**config.mk**
```make
export PLATFORM = sky130hd
export DESIGN_NAME = dsteer_top
export DESIGN_NICKNAME = d
export VERILOG_FILES = /design/src/rtl/dsteer_pkg.sv /design/src/rtl/dsteer_count.sv /design/src/rtl/dsteer_map.sv /design/src/rtl/dsteer_top.sv
export SDC_FILE = /design/constraint.sdc
export NUM_CORES = 1
export LEC_CHECK = 0
export BUFFER_PORTS_ARGS = -buffer_cell sky130_fd_sc_hd__buf_4
export CAP_MARGIN = 0
export CORE_AREA = 2 2 51 53
export CTS_BUF_LIST = sky130_fd_sc_hd__clkbuf_4 sky130_fd_sc_hd__clkbuf_8 sky130_fd_sc_hd__clkbuf_16
export DETAILED_ROUTE_END_ITERATION = 10
export DIE_AREA = 0 0 53 55
export PLACE_DENSITY = 0.71
export SYNTH_ARGS = -nofsm -noshare
export SYNTH_HDL_FRONTEND = slang
export SYNTH_SLANG_ARGS = --single-unit
export TNS_END_PERCENT = 50
```
**constraint.sdc**
```tcl
create_clock -name clk -period 3.46 [get_ports clk]
set_input_delay 0.692 -clock clk [delete_from_list [all_inputs] [get_ports clk]]
set_output_delay 0.692 -clock clk [all_outputs]
set_load 0.01 [all_outputs]
```
**src/rtl/dsteer_pkg.sv**
```systemverilog
// Package: shared sizes for the decoder steering logic.
// Assumes one complex-capable decoder, which is always decoder 0.
package dsteer_pkg;
    localparam int NSLOT = 3;                        // window slots = decoders
    localparam int SW    = (NSLOT > 1) ? $clog2(NSLOT) : 1;   // slot/decoder index width
    localparam int CW    = $clog2(NSLOT + 1);        // issue count width
endpackage

```
**src/rtl/dsteer_count.sv**
```systemverilog
// Module: dsteer_count
// Decides how many leading window slots issue this cycle.
// A group ends at the first absent slot, or at a second complex instruction.
// Purely combinational.
module dsteer_count #(
    parameter int N  = 3,
    parameter int CW = 2
) (
    input  logic [N-1:0]  vld,
    input  logic [N-1:0]  cplx,
    output logic [CW-1:0] cnt,
    output logic [N-1:0]  issue
);
    logic stop;
    logic seen;

    // walk the slots oldest first and grow the issue group
    always_comb begin
        stop  = 1'b0;
        seen  = 1'b0;
        cnt   = '0;
        issue = '0;
        for (int k = 0; k < N; k++) begin
            if (!stop) begin
                if (!vld[k] || (cplx[k] && seen)) begin
                    stop = 1'b1;
                end else begin
                    issue[k] = 1'b1;
                    seen     = seen | cplx[k];
                    cnt      = cnt + 1'b1;
                end
            end
        end
    end
endmodule

```
**src/rtl/dsteer_map.sv**
```systemverilog
// Module: dsteer_map
// Routes issued slots onto decoders.
// The complex slot, if any, goes to decoder 0. Simple slots fill the
// remaining decoders in program order.
// Assumes `issue` is a prefix mask holding at most one complex slot.
module dsteer_map #(
    parameter int N  = 3,
    parameter int SW = 2
) (
    input  logic [N-1:0]    issue,
    input  logic [N-1:0]    cplx,
    output logic [N-1:0]    dvld,
    output logic [N*SW-1:0] dec_slot,
    output logic [N*SW-1:0] slot_dec
);
    logic has_c;
    int   nxt;
    int   d;

    // compute the forward map (slot to decoder) and the inverse map
    always_comb begin
        has_c    = |(issue & cplx);
        nxt      = has_c ? 1 : 0;
        d        = 0;
        dvld     = '0;
        dec_slot = '0;
        slot_dec = '0;
        for (int k = 0; k < N; k++) begin
            if (issue[k]) begin
                if (cplx[k]) begin
                    d = 0;
                end else begin
                    d   = nxt;
                    nxt = nxt + 1;
                end
                if (d < N) begin
                    dvld[d]               = 1'b1;
                    dec_slot[d*SW +: SW]  = SW'(k);
                    slot_dec[k*SW +: SW]  = SW'(d);
                end
            end
        end
    end
endmodule

```
**src/rtl/dsteer_top.sv**
```systemverilog
// Module: dsteer_top
// Steers the three oldest window instructions onto three decoders.
// The consumed count is combinational. The decoder assignment is registered
// once, and the program-order record is registered a second time.
// Assumes the fetch side advances its window by take_cnt each cycle.
module dsteer_top
    import dsteer_pkg::*;
(
    input  logic                clk,
    input  logic                rst_n,
    input  logic [NSLOT-1:0]    slot_vld,
    input  logic [NSLOT-1:0]    slot_cplx,
    output logic [CW-1:0]       take_cnt,
    output logic [NSLOT-1:0]    dec_vld,
    output logic [NSLOT*SW-1:0] dec_slot,
    output logic [NSLOT-1:0]    ord_vld,
    output logic [NSLOT*SW-1:0] ord_dec
);
    logic [NSLOT-1:0]    issue_c;
    logic [NSLOT-1:0]    dvld_c;
    logic [NSLOT*SW-1:0] dslot_c;
    logic [NSLOT*SW-1:0] sdec_c;
    logic [NSLOT-1:0]    issue_q;
    logic [NSLOT*SW-1:0] sdec_q;

    dsteer_count #(.N(NSLOT), .CW(CW)) u_cnt (
        .vld   (slot_vld),
        .cplx  (slot_cplx),
        .cnt   (take_cnt),
        .issue (issue_c)
    );

    dsteer_map #(.N(NSLOT), .SW(SW)) u_map (
        .issue    (issue_c),
        .cplx     (slot_cplx),
        .dvld     (dvld_c),
        .dec_slot (dslot_c),
        .slot_dec (sdec_c)
    );

    // decoder stage: present the routed instructions to the decoders
    always_ff @(posedge clk) begin
        if (!rst_n) begin
            dec_vld  <= '0;
            dec_slot <= '0;
            issue_q  <= '0;
            sdec_q   <= '0;
        end else begin
            dec_vld  <= dvld_c;
            dec_slot <= dslot_c;
            issue_q  <= issue_c;
            sdec_q   <= sdec_c;
        end
    end

    // ordering stage: record the decoder of each program position
    always_ff @(posedge clk) begin
        if (!rst_n) begin
            ord_vld <= '0;
            ord_dec <= '0;
        end else begin
            ord_vld <= issue_q;
            ord_dec <= sdec_q;
        end
    end


    full_issue_chk: assert property (@(posedge clk) disable iff (!rst_n)
        (take_cnt == CW'(NSLOT)) |-> ($countones(slot_cplx) <= 1));


    dec_prefix_chk: assert property (@(posedge clk) disable iff (!rst_n)
        ((dec_vld & (dec_vld + 1'b1)) == '0));


    dec_count_chk: assert property (@(posedge clk) disable iff (!rst_n)
        1'b1 |=> ($countones(dec_vld) == int'($past(take_cnt))));


    ord_follow_chk: assert property (@(posedge clk) disable iff (!rst_n)
        1'b1 |=> (ord_vld == $past(dec_vld)));


    for (genvar k = 0; k < NSLOT; k++) begin : g_cchk
        cplx_dec0_chk: assert property (@(posedge clk) disable iff (!rst_n)
            (slot_vld[k] && slot_cplx[k] && (int'(take_cnt) > k))
            |=> (dec_vld[0] && (dec_slot[SW-1:0] == SW'(k))));
    end
endmodule

```
* Word level (Yosys, flattened, before mapping)
Cells that the tools add are included.
** Cells by class
- Shifts and indexed selects :: 6
- Mux-type cells :: 47
- Add/sub/neg operators :: 7
- Bitwise operators :: 5
- Order comparisons :: 9
- Reduce and logical (&&, ||, !) cells :: 13
** Operator list (number)
- $mux W32 :: 10
- $neg A32 Y33 :: 3
- $shift A2 B33 Y6 const A :: 3
- $shiftx A2 B33 Y6 const A :: 3
- $ge A32 B1 Y1 const B :: 3
- $lt A32 B3 Y1 const B :: 3
- $lt A32 B4 Y1 const B :: 3
- $add A32 B2 Y32 const B :: 2
- $mux W6 :: 6
- $mux W3 :: 6
- $mux W1 :: 16
- $bwmux W6 :: 2
- $reduce_and A3 Y1 :: 3
- $mux W2 :: 4
- $and A6 B6 Y6 :: 1
- $demux W1 S2 :: 3
- $or A3 B3 Y3 :: 2
- $logic_and A1 B1 Y1 :: 5
- $add A2 B1 Y2 const B :: 2
- $and A3 B3 Y3 :: 1
- $reduce_or A3 Y1 :: 1
- $logic_not A1 Y1 :: 2
- $logic_or A1 B1 Y1 :: 2
- $or A1 B1 Y1 :: 1
** Word-level totals
- Logic and storage cells :: 95
- Register bits :: 27
- Output and inout bits :: 20
- Bits of input ports :: 8

* Longest topological paths before layout
Gate-level depths: netlist (run 1).
- Word-level depth :: 27
- Gate-level depth with buffers :: 14
- Depth with buffers taken out :: 14

* By module
Synthesis (run 1) repeated with hierarchy kept, for this count alone.
** Second synthesis, totals
- Cell total of the unflattened synthesis :: 120
- Area total of the unflattened synthesis :: 1266.2 um^2
** Modules (own cells, without submodules)
- dsteer_top :: area an instance 758.2 um^2, times used 1, cells each 56, sequential area each 540.5 um^2
- dsteer_map :: area an instance 431.7 um^2, times used 1, cells each 53, sequential area each 0.0 um^2
- dsteer_count :: area an instance 76.3 um^2, times used 1, cells each 11, sequential area each 0.0 um^2

* Least setup slack after synthesis (run 1)
OpenSTA, ideal clock, no wires.
- Path kind :: input port to flip-flop
- Start point :: input slot_cplx[1]
- End point :: register dec_slot[2]
- Path slack :: 0.197 ns
- Path buffers :: 1
- Stages :: 14
- Library setup time :: 0.120 ns
- Data arrival time :: 3.143 ns
- Cell sequence :: inv_1 -> nand2_1 -> a21oi_1 -> nor2b_1 -> ha_1 -> and2_1 -> ha_1 -> mux2_1 -> nand2_1 -> inv_1 -> ha_1 -> or3b_1 -> buf_2 -> o31a_1
** On the way
- Word-level cells in the longest chain between the ends :: 24
- Elaborated cells on any way between the ends :: 49
** Ends and longest elaborated chain
- start, declared :: RTL line dsteer_top.sv:12 : input logic [NSLOT-1:0] slot_cplx,
- $logic_and A1 B1 Y1 :: RTL line dsteer_count.sv:25 : if (!vld[k] || (cplx[k] && seen)) begin
- $logic_or A1 B1 Y1 :: RTL line dsteer_count.sv:25
- $mux W1 :: RTL line dsteer_count.sv:25
- $mux W1 :: RTL line dsteer_count.sv:24 : if (!stop) begin
- $logic_and A1 B1 Y1 :: RTL line dsteer_count.sv:25
- $logic_or A1 B1 Y1 :: RTL line dsteer_count.sv:25
- $mux W1 :: RTL line dsteer_count.sv:25
- $mux W1 :: RTL line dsteer_count.sv:24
- [... 8 more ...]
- $mux W32, or another cell as far along :: RTL line dsteer_map.sv:29 : if (issue[k]) begin
- $mux W32, or another cell as far along :: RTL line dsteer_map.sv:30 : if (cplx[k]) begin
- $mux W32 or $bwmux W6 (tied branches) :: RTL line dsteer_map.sv:29, dsteer_map.sv:38
- $neg A32 Y33 or $mux W6 (tied branches) :: RTL line dsteer_map.sv:38, dsteer_map.sv:36
- $shiftx A2 B33 Y6, or another cell as far along :: RTL line dsteer_map.sv:38 : dec_slot[d*SW +: SW] = SW'(k);
- $bwmux W6 :: RTL line dsteer_map.sv:38
- $mux W6 :: RTL line dsteer_map.sv:36 : if (d < N) begin
- $mux W6 * :: RTL line dsteer_map.sv:29
- end signal, assigned :: RTL line dsteer_top.sv:50 : dec_slot <= dslot_c;
- end, declared :: RTL line dsteer_top.sv:15 : output logic [NSLOT*SW-1:0] dec_slot,
Mark *: on every way between the ends. The rest lies on a longest branch, timed or not. The select of a mux whose other input is x is not followed.
A chain may end at the register's enable or synchronous reset.

* Final worst setup path (run 1)
- Start point :: input slot_cplx[1]
- End point :: register dec_slot[3]
The elaborated chain is that of the path after synthesis.

==> impl_metrics.py, run 1 <==
metrics = {
    "outcome": {
        "status": "finished clean",
    },
    "clock_network": {
        "cts_setup_buffers": 0,
        "cts_tree": "built",
        "hold_buffers": 0,
        "worstSkewPairLatency_ns": 0.31,
        "cts.clk_slew.worst_paths_ns": 0.13,
        "numCtsBuffers": 3,
        "cts_resized": 0,
        "clockRootBuffer": "clkbuf_4",
        "htree_num_levels": 1,
        "clockBufferDepth": 2,
        "clock-sinks": 25,
    },
    "setup_path": {
        "cp_top_family": "simple AND/OR/NAND/NOR gates",
        "cp_num_buf_inv": 3,
        "criticalPathCategory": "primary input to flop",
        "ff2ff_path_depth": 1,
        "crit_arrival_ns": 3.32,
        "crit_start": "slot_cplx[1]",
        "critPathSlowestCell": "or3b_1",
        "r2r_end": "ord_dec[2]",
        "crit_cells": 14,
        "cp-end-kind": "flop",
        "critical_path.max_fanout": 9,
        "ff2ff_setup_slack_ns": 2.91,
        "cp-endpoint": "dec_slot[3]",
        "crit_top_cell": "ha_1",
        "cpPeakStageDelay_ns": 0.46,
        "r2r-start": "sdec_q[2]",
        "path_cells": "buf_4, inv_1, nand2_1, a21oi_1, nor2b_1, ha_1, and2_1, ha_1, mux2_1, nand2_1, inv_1, ha_1, or3b_1, nor4_1",
        "cp_data_required_time_ns": 3.67,
        "cp-start-kind": "primary input",
    },
    "grt": {
        "grt_max_degree": 16,
        "grt_remaining_overflow": 0,
        "grt_pass1_wl_mm": 3.01,
        "antenna_found_initial": 0,
        "grt_pass1_vias": 715,
        "grtUsageTotal_pct": 14.3,
    },
    "routing": {
        "met2_length_um": 843,
        "antenna_left": 0,
        "drtIter0Drc": 20,
        "post-route-drc-count": 0,
        "dr.pass1.iters": 5,
        "highest_layer": "met4",
        "dr_wl_met3_um": 91,
        "finalWirelength_mm": 1.75,
        "routed-via-count": 800,
        "wl_met1_um": 780,
        "wire_per_inst_um": 10.6,
        "via_per_inst": 4.85,
    },
    "synth": {
        "synth_edf_count": 0,
        "yosysWarnings": 0,
        "syn_nets": 120,
        "synth_area_leaders": "dfxtp_1, ha_1, and2_1",
        "synth.most_common_cell": "dfxtp_1",
        "synth_top_area_share_pct": 48.3,
        "ys.flop_type": "dfxtp_1",
        "seq_area_frac_synth_pct": 48.3,
        "synth_common_cells": "dfxtp_1, nand2_1, and2_1",
        "synth_area_mm2": 0.00104,
        "synthArstFlopShare_pct": 0,
        "syn_area_per_cell_um2": 9.87,
        "ys_seq_elements": 25,
        "yosysTopAreaCell": "dfxtp_1",
        "synth_cells": 105,
        "ys_types": 35,
    },
    "power": {
        "switching_share_pct": 24.4,
        "comb_power_share_pct": 14.7,
        "power.density_mw_per_mm2": 376,
        "leakagePower_uw": 0.000624,
        "p_clk_share_pct": 25.4,
        "sequentialPowerShare_pct": 59.9,
        "power.total_uw": 491,
        "vdd_drop_max_uv": 190,
        "p_int_uw": 371,
        "netSwitchingPower_uw": 120,
    },
    "floorplan": {
        "die_w_um": 53,
        "placeableCoreArea_mm2": 0.00236,
        "dieArea_mm2": 0.00292,
        "die_h_um": 55,
        "start_util_pct": 43.8,
        "ios": 28,
        "rows": 18,
    },
    "place": {
        "globalplace.congestion": 0.865,
        "dpl.cell_count": 161,
        "dp_hpwl_mm": 1.39,
        "io_buffer_count": 26,
    },
    "final_layout": {
        "finalNetCount": 151,
        "utilization_pct": 55.2,
        "num_antenna_cells": 0,
        "area_growth_pct": 26.0,
        "fillCellCount": 231,
        "layout-drive-gt1-share_pct": 26.7,
        "finalNonFillerCells": 165,
    },
    "timing": {
        "skew_ns": 0.0112,
        "holdWs_ns": 0.445,
        "min_period_ns": 3.11,
        "rsz0062_at_grt": "false",
        "setup_tns_ns": 0,
        "setup_viol": 0,
        "fmax_mhz": 322,
        "drv_slew": 0,
        "finalHoldViolCount": 0,
        "worst_slew_pin_slew_ns": 0.540,
        "period_share_pct": 89.8,
        "slew_headroom_pct": 63.5,
    },
    "min_path": {
        "min_path_type": "flop to flop",
    },
    "flow_run": {
        "cap_violations": 0,
    },
}
-- power by group through the flow --
| stage | clock, uW | sequential, uW | combinational [uW] |
|---|---|---|---|
| 3_5_place_dp | 0 | 301 | 72.0 |
| 5_1_grt | 140 | 295 | 81.5 |
| 6_report | 124 | 294 | 72.2 |
| 3_3_place_gp | 0 | 300 | 70.2 |
| 4_1_cts | 131 | 294 | 72.5 |
| 2_1_floorplan | 0 | 302 | 41.4 |
-- area by class of cell --
cell class / instances / area [um^2] / area share, %
Clock buffer: 3 / 22.5 / 1.73
Clock inverter: 1 / 7.51 / 0.575
Inverter: 8 / 30.0 / 2.30
Multi-Input combinational cell: 69 / 489 / 37.5
Sequential cell: 25 / 500 / 38.4
Tap cell: 30 / 37.5 / 2.88
Timing Repair Buffer: 29 / 218 / 16.7
-- cells in the final DEF (no fill, tap or decap), types with 2 or more instances in the layout --
cell type	count
buf_4	29
dfxtp_1	25
nand2_1	11
and2_1	10
inv_1	8
ha_1	7
a21oi_1	5
nor3_1	4
clkbuf_4	3
nor2b_1	2
nand3b_1	2
o21ai_1	2
nand4b_1	2
nor4bb_1	2
o31a_1	2
nor2_1	2
-- kinds of logic after synthesis --
group                      Yosys count  synth area share, %
AOI/OAI and AO/OA                   16                 11.1
other                                1                0.362
xor gates and xnor gates             1                0.846
adders and majority gates            7                 8.45
DFF                                 25                 48.3
buffers and inverters               11                 4.47
muxes                                1                 1.09
and+or+nand+nor                     43                 25.4
-- worst min path at each step --
stage                     startpoint          to  slack (ns)  cells after the start
after CTS                  sdec_q[0]  ord_dec[0]        0.45                      1
after detailed placement   sdec_q[3]  ord_dec[3]        0.42                      1
after global placement    issue_q[0]  ord_vld[0]        0.42                      1
after floorplan            sdec_q[0]  ord_dec[0]        0.41                      1
final                      sdec_q[0]  ord_dec[0]        0.45                      1
after global routing       sdec_q[4]  ord_dec[4]        0.47                      1
-- stage by stage --
stage / setup WS (ns) / cell area [um^2]
floorplan: 0.197 / 1040
global placement: 0.112 / 1270
detailed placement: 0.0392 / 1270
CTS: 0.384 / 1310
global route: 0.164 / 1310
finish: 0.353 / 1310
-- per-layer routing --
metal  track usage (%)  vias up
li1                  -      412
met1              17.3      356
met2              24.0       28
met3             0.806        4
met4              11.5        0
met5                 0        -
-- state kept, by name, indices dropped and copies added, names as in the netlist --
name / cells
ord_dec: 5
issue_q: 3
dec_slot: 6
dec_vld: 3
ord_vld: 3
sdec_q: 5
No activity file was read; power rests on OpenSTA's default activity.
==> run 2: changes to the inputs <==
--- a/config.mk
+++ b/config.mk
@@ -5,12 +5,13 @@
 export SDC_FILE = /design/constraint.sdc
 export NUM_CORES = 1
 export LEC_CHECK = 0
+export ABC_CLOCK_PERIOD_IN_PS = 3460
 export BUFFER_PORTS_ARGS = -buffer_cell sky130_fd_sc_hd__buf_4
 export CAP_MARGIN = 0
-export CORE_AREA = 2 2 51 53
+export CORE_AREA = 5 5 54 56
 export CTS_BUF_LIST = sky130_fd_sc_hd__clkbuf_4 sky130_fd_sc_hd__clkbuf_8 sky130_fd_sc_hd__clkbuf_16
 export DETAILED_ROUTE_END_ITERATION = 10
-export DIE_AREA = 0 0 53 55
+export DIE_AREA = 0 0 59 61
 export PLACE_DENSITY = 0.71
 export SYNTH_ARGS = -nofsm -noshare
 export SYNTH_HDL_FRONTEND = slang
==> run 2 against run 1 <==
First-iteration DRC count down 50%. Clock skew down 0.011 ns. Global-route usage down 1.9 points. Worst setup slack worse by 0.025 ns. Sequential cell count unchanged. Maximum frequency down 0.79%. Clock power up 6%. Worst hold slack about the same. Wire length up 14%. Die area up 23%. Highest routed layer unchanged.
==> impl_metrics.py, run 2 (synthesis results as in run 1) <==
metrics = {
    "outcome": {
        "status": "finished clean",
    },
    "routing": {
        "wire_per_inst_um": 12.2,
        "routed-via-count": 809,
        "via_per_inst": 4.90,
        "post-route-drc-count": 0,
        "dr.pass1.iters": 4,
        "finalWirelength_mm": 2.01,
        "antenna_left": 0,
        "drtIter0Drc": 10,
    },
    "place": {
        "io_buffer_count": 26,
        "globalplace.congestion": 0.803,
        "dp_hpwl_mm": 1.59,
        "dpl.cell_count": 161,
    },
    "timing": {
        "finalHoldViolCount": 0,
        "slew_headroom_pct": 63.3,
        "period_share_pct": 90.5,
        "drv_slew": 0,
        "setup_viol": 0,
        "holdWs_ns": 0.445,
        "min_period_ns": 3.13,
        "setup_tns_ns": 0,
        "rsz0062_at_grt": "false",
        "worst_slew_pin_slew_ns": 0.544,
        "fmax_mhz": 319,
        "skew_ns": 0.000477,
    },
    "setup_path": {
        "cpPeakStageDelay_ns": 0.50,
        "crit_arrival_ns": 3.33,
        "cp-end-kind": "flop",
        "cp-start-kind": "primary input",
        "path_cells": "buf_4, inv_1, nand2_1, a21oi_1, nor2b_1, ha_1, and2_1, ha_1, mux2_1, nand2_1, inv_1, ha_1, or3b_1, o31a_1",
        "critical_path.max_fanout": 8,
        "cp_data_required_time_ns": 3.66,
        "criticalPathCategory": "primary input to flop",
        "critPathSlowestCell": "or3b_1",
        "crit_top_cell": "ha_1",
    },
    "clock_network": {
        "cts_resized": 0,
        "htree_num_levels": 1,
        "worstSkewPairLatency_ns": 0.31,
        "cts_tree": "built",
        "cts_setup_buffers": 0,
        "clock-sinks": 25,
        "cts.clk_slew.worst_paths_ns": 0.12,
        "clockRootBuffer": "clkbuf_4",
        "clockBufferDepth": 2,
        "numCtsBuffers": 3,
        "hold_buffers": 0,
    },
    "grt": {
        "antenna_found_initial": 0,
        "grt_pass1_vias": 804,
        "grtUsageTotal_pct": 12.5,
        "grt_remaining_overflow": 0,
        "grt_pass1_wl_mm": 3.43,
        "grt_max_degree": 14,
    },
    "floorplan": {
        "die_w_um": 59,
        "die_h_um": 61,
        "start_util_pct": 43.4,
        "dieArea_mm2": 0.00360,
        "placeableCoreArea_mm2": 0.00239,
        "ios": 28,
        "rows": 18,
    },
    "min_path": {
        "min_path_type": "flop to flop",
    },
    "final_layout": {
        "num_antenna_cells": 0,
        "area_growth_pct": 26.0,
        "finalNonFillerCells": 165,
        "top_regs": "dec_slot x6, ord_dec x5, sdec_q x5",
        "layout_commonest_cell": "buf_4",
        "layout-drive-gt1-share_pct": 26.7,
        "finalNetCount": 151,
        "regMostFlops": "dec_slot",
        "largest_reg_flops": 6,
        "utilization_pct": 54.7,
        "final_cell_mix": "buf_4, dfxtp_1, nand2_1, and2_1, inv_1",
    },
    "power": {
        "leakagePower_uw": 0.000629,
        "power.density_mw_per_mm2": 383,
        "vdd_drop_max_uv": 179,
    },
    "flow_run": {
        "cap_violations": 0,
    },
}
-- run 2: cell types whose count changed in the layout (fill, tap and decap cells not counted) --
| cell | previous run | this run |
|---|---|---|
| clkinvlp_4 | 1 | 0 |
| clkbuf_4 | 3 | 4 |
-- run 2: where the power goes --
group | leakage, uW | switching (uW) | internal, uW
logic | 0.000408 | 39.1 | 33.7
registers | 0.000203 | 1.13 | 293
clock network | 0.0000184 | 79.7 | 52.8
-- run 2: per-layer routing --
metal  global-route usage [%]  share of wire [%]  up-vias
met5                        0                  0        -
met4                     8.09                2.0        0
met3                     1.49                4.9        4
met2                     22.4                 50       23
met1                     13.9                 43      365
li1                         -                  -      417
-- run 2: worst paths after layout --
path | from | to | slack, ns | cells past startpoint
worst min-delay path | issue_q[0] | ord_vld[0] | 0.44 | 1
worst max-delay path | slot_cplx[1] | dec_slot[2] | 0.33 | 14
worst min register to register | issue_q[0] | ord_vld[0] | 0.44 | 1
worst max register to register | sdec_q[0] | ord_dec[0] | 2.92 | 1
-- run 2: layout make-up --
| type | count | area, um^2 |
|---|---|---|
| Multi-Input combinational cell | 69 | 489 |
| Inverter | 8 | 30.0 |
| Sequential cell | 25 | 500 |
| Clock buffer | 4 | 30.0 |
| Timing Repair Buffer | 29 | 218 |
| Tap cell | 30 | 37.5 |
| Fill cell | 231 | 1080 |
-- run 2: worst max-delay path, delay by kind of cell --
| kind | cells | cell delay, ns |
|---|---|---|
| compound gates | 2 | 0.47 |
| simple gates | 5 | 0.85 |
| buf+inv | 3 | 0.24 |
| fa+ha+maj | 3 | 0.78 |
| mux | 1 | 0.31 |
-- run 2: through the flow --
step | total power [uW] | area (um^2) | setup slack [ns]
2_1_floorplan | 344 | 1040 | 0.197
3_3_place_gp | 371 | 1270 | 0.0840
3_5_place_dp | 374 | 1270 | -0.0112
4_1_cts | 501 | 1310 | 0.313
5_1_grt | 528 | 1310 | 0.189
6_report | 499 | 1310 | 0.328
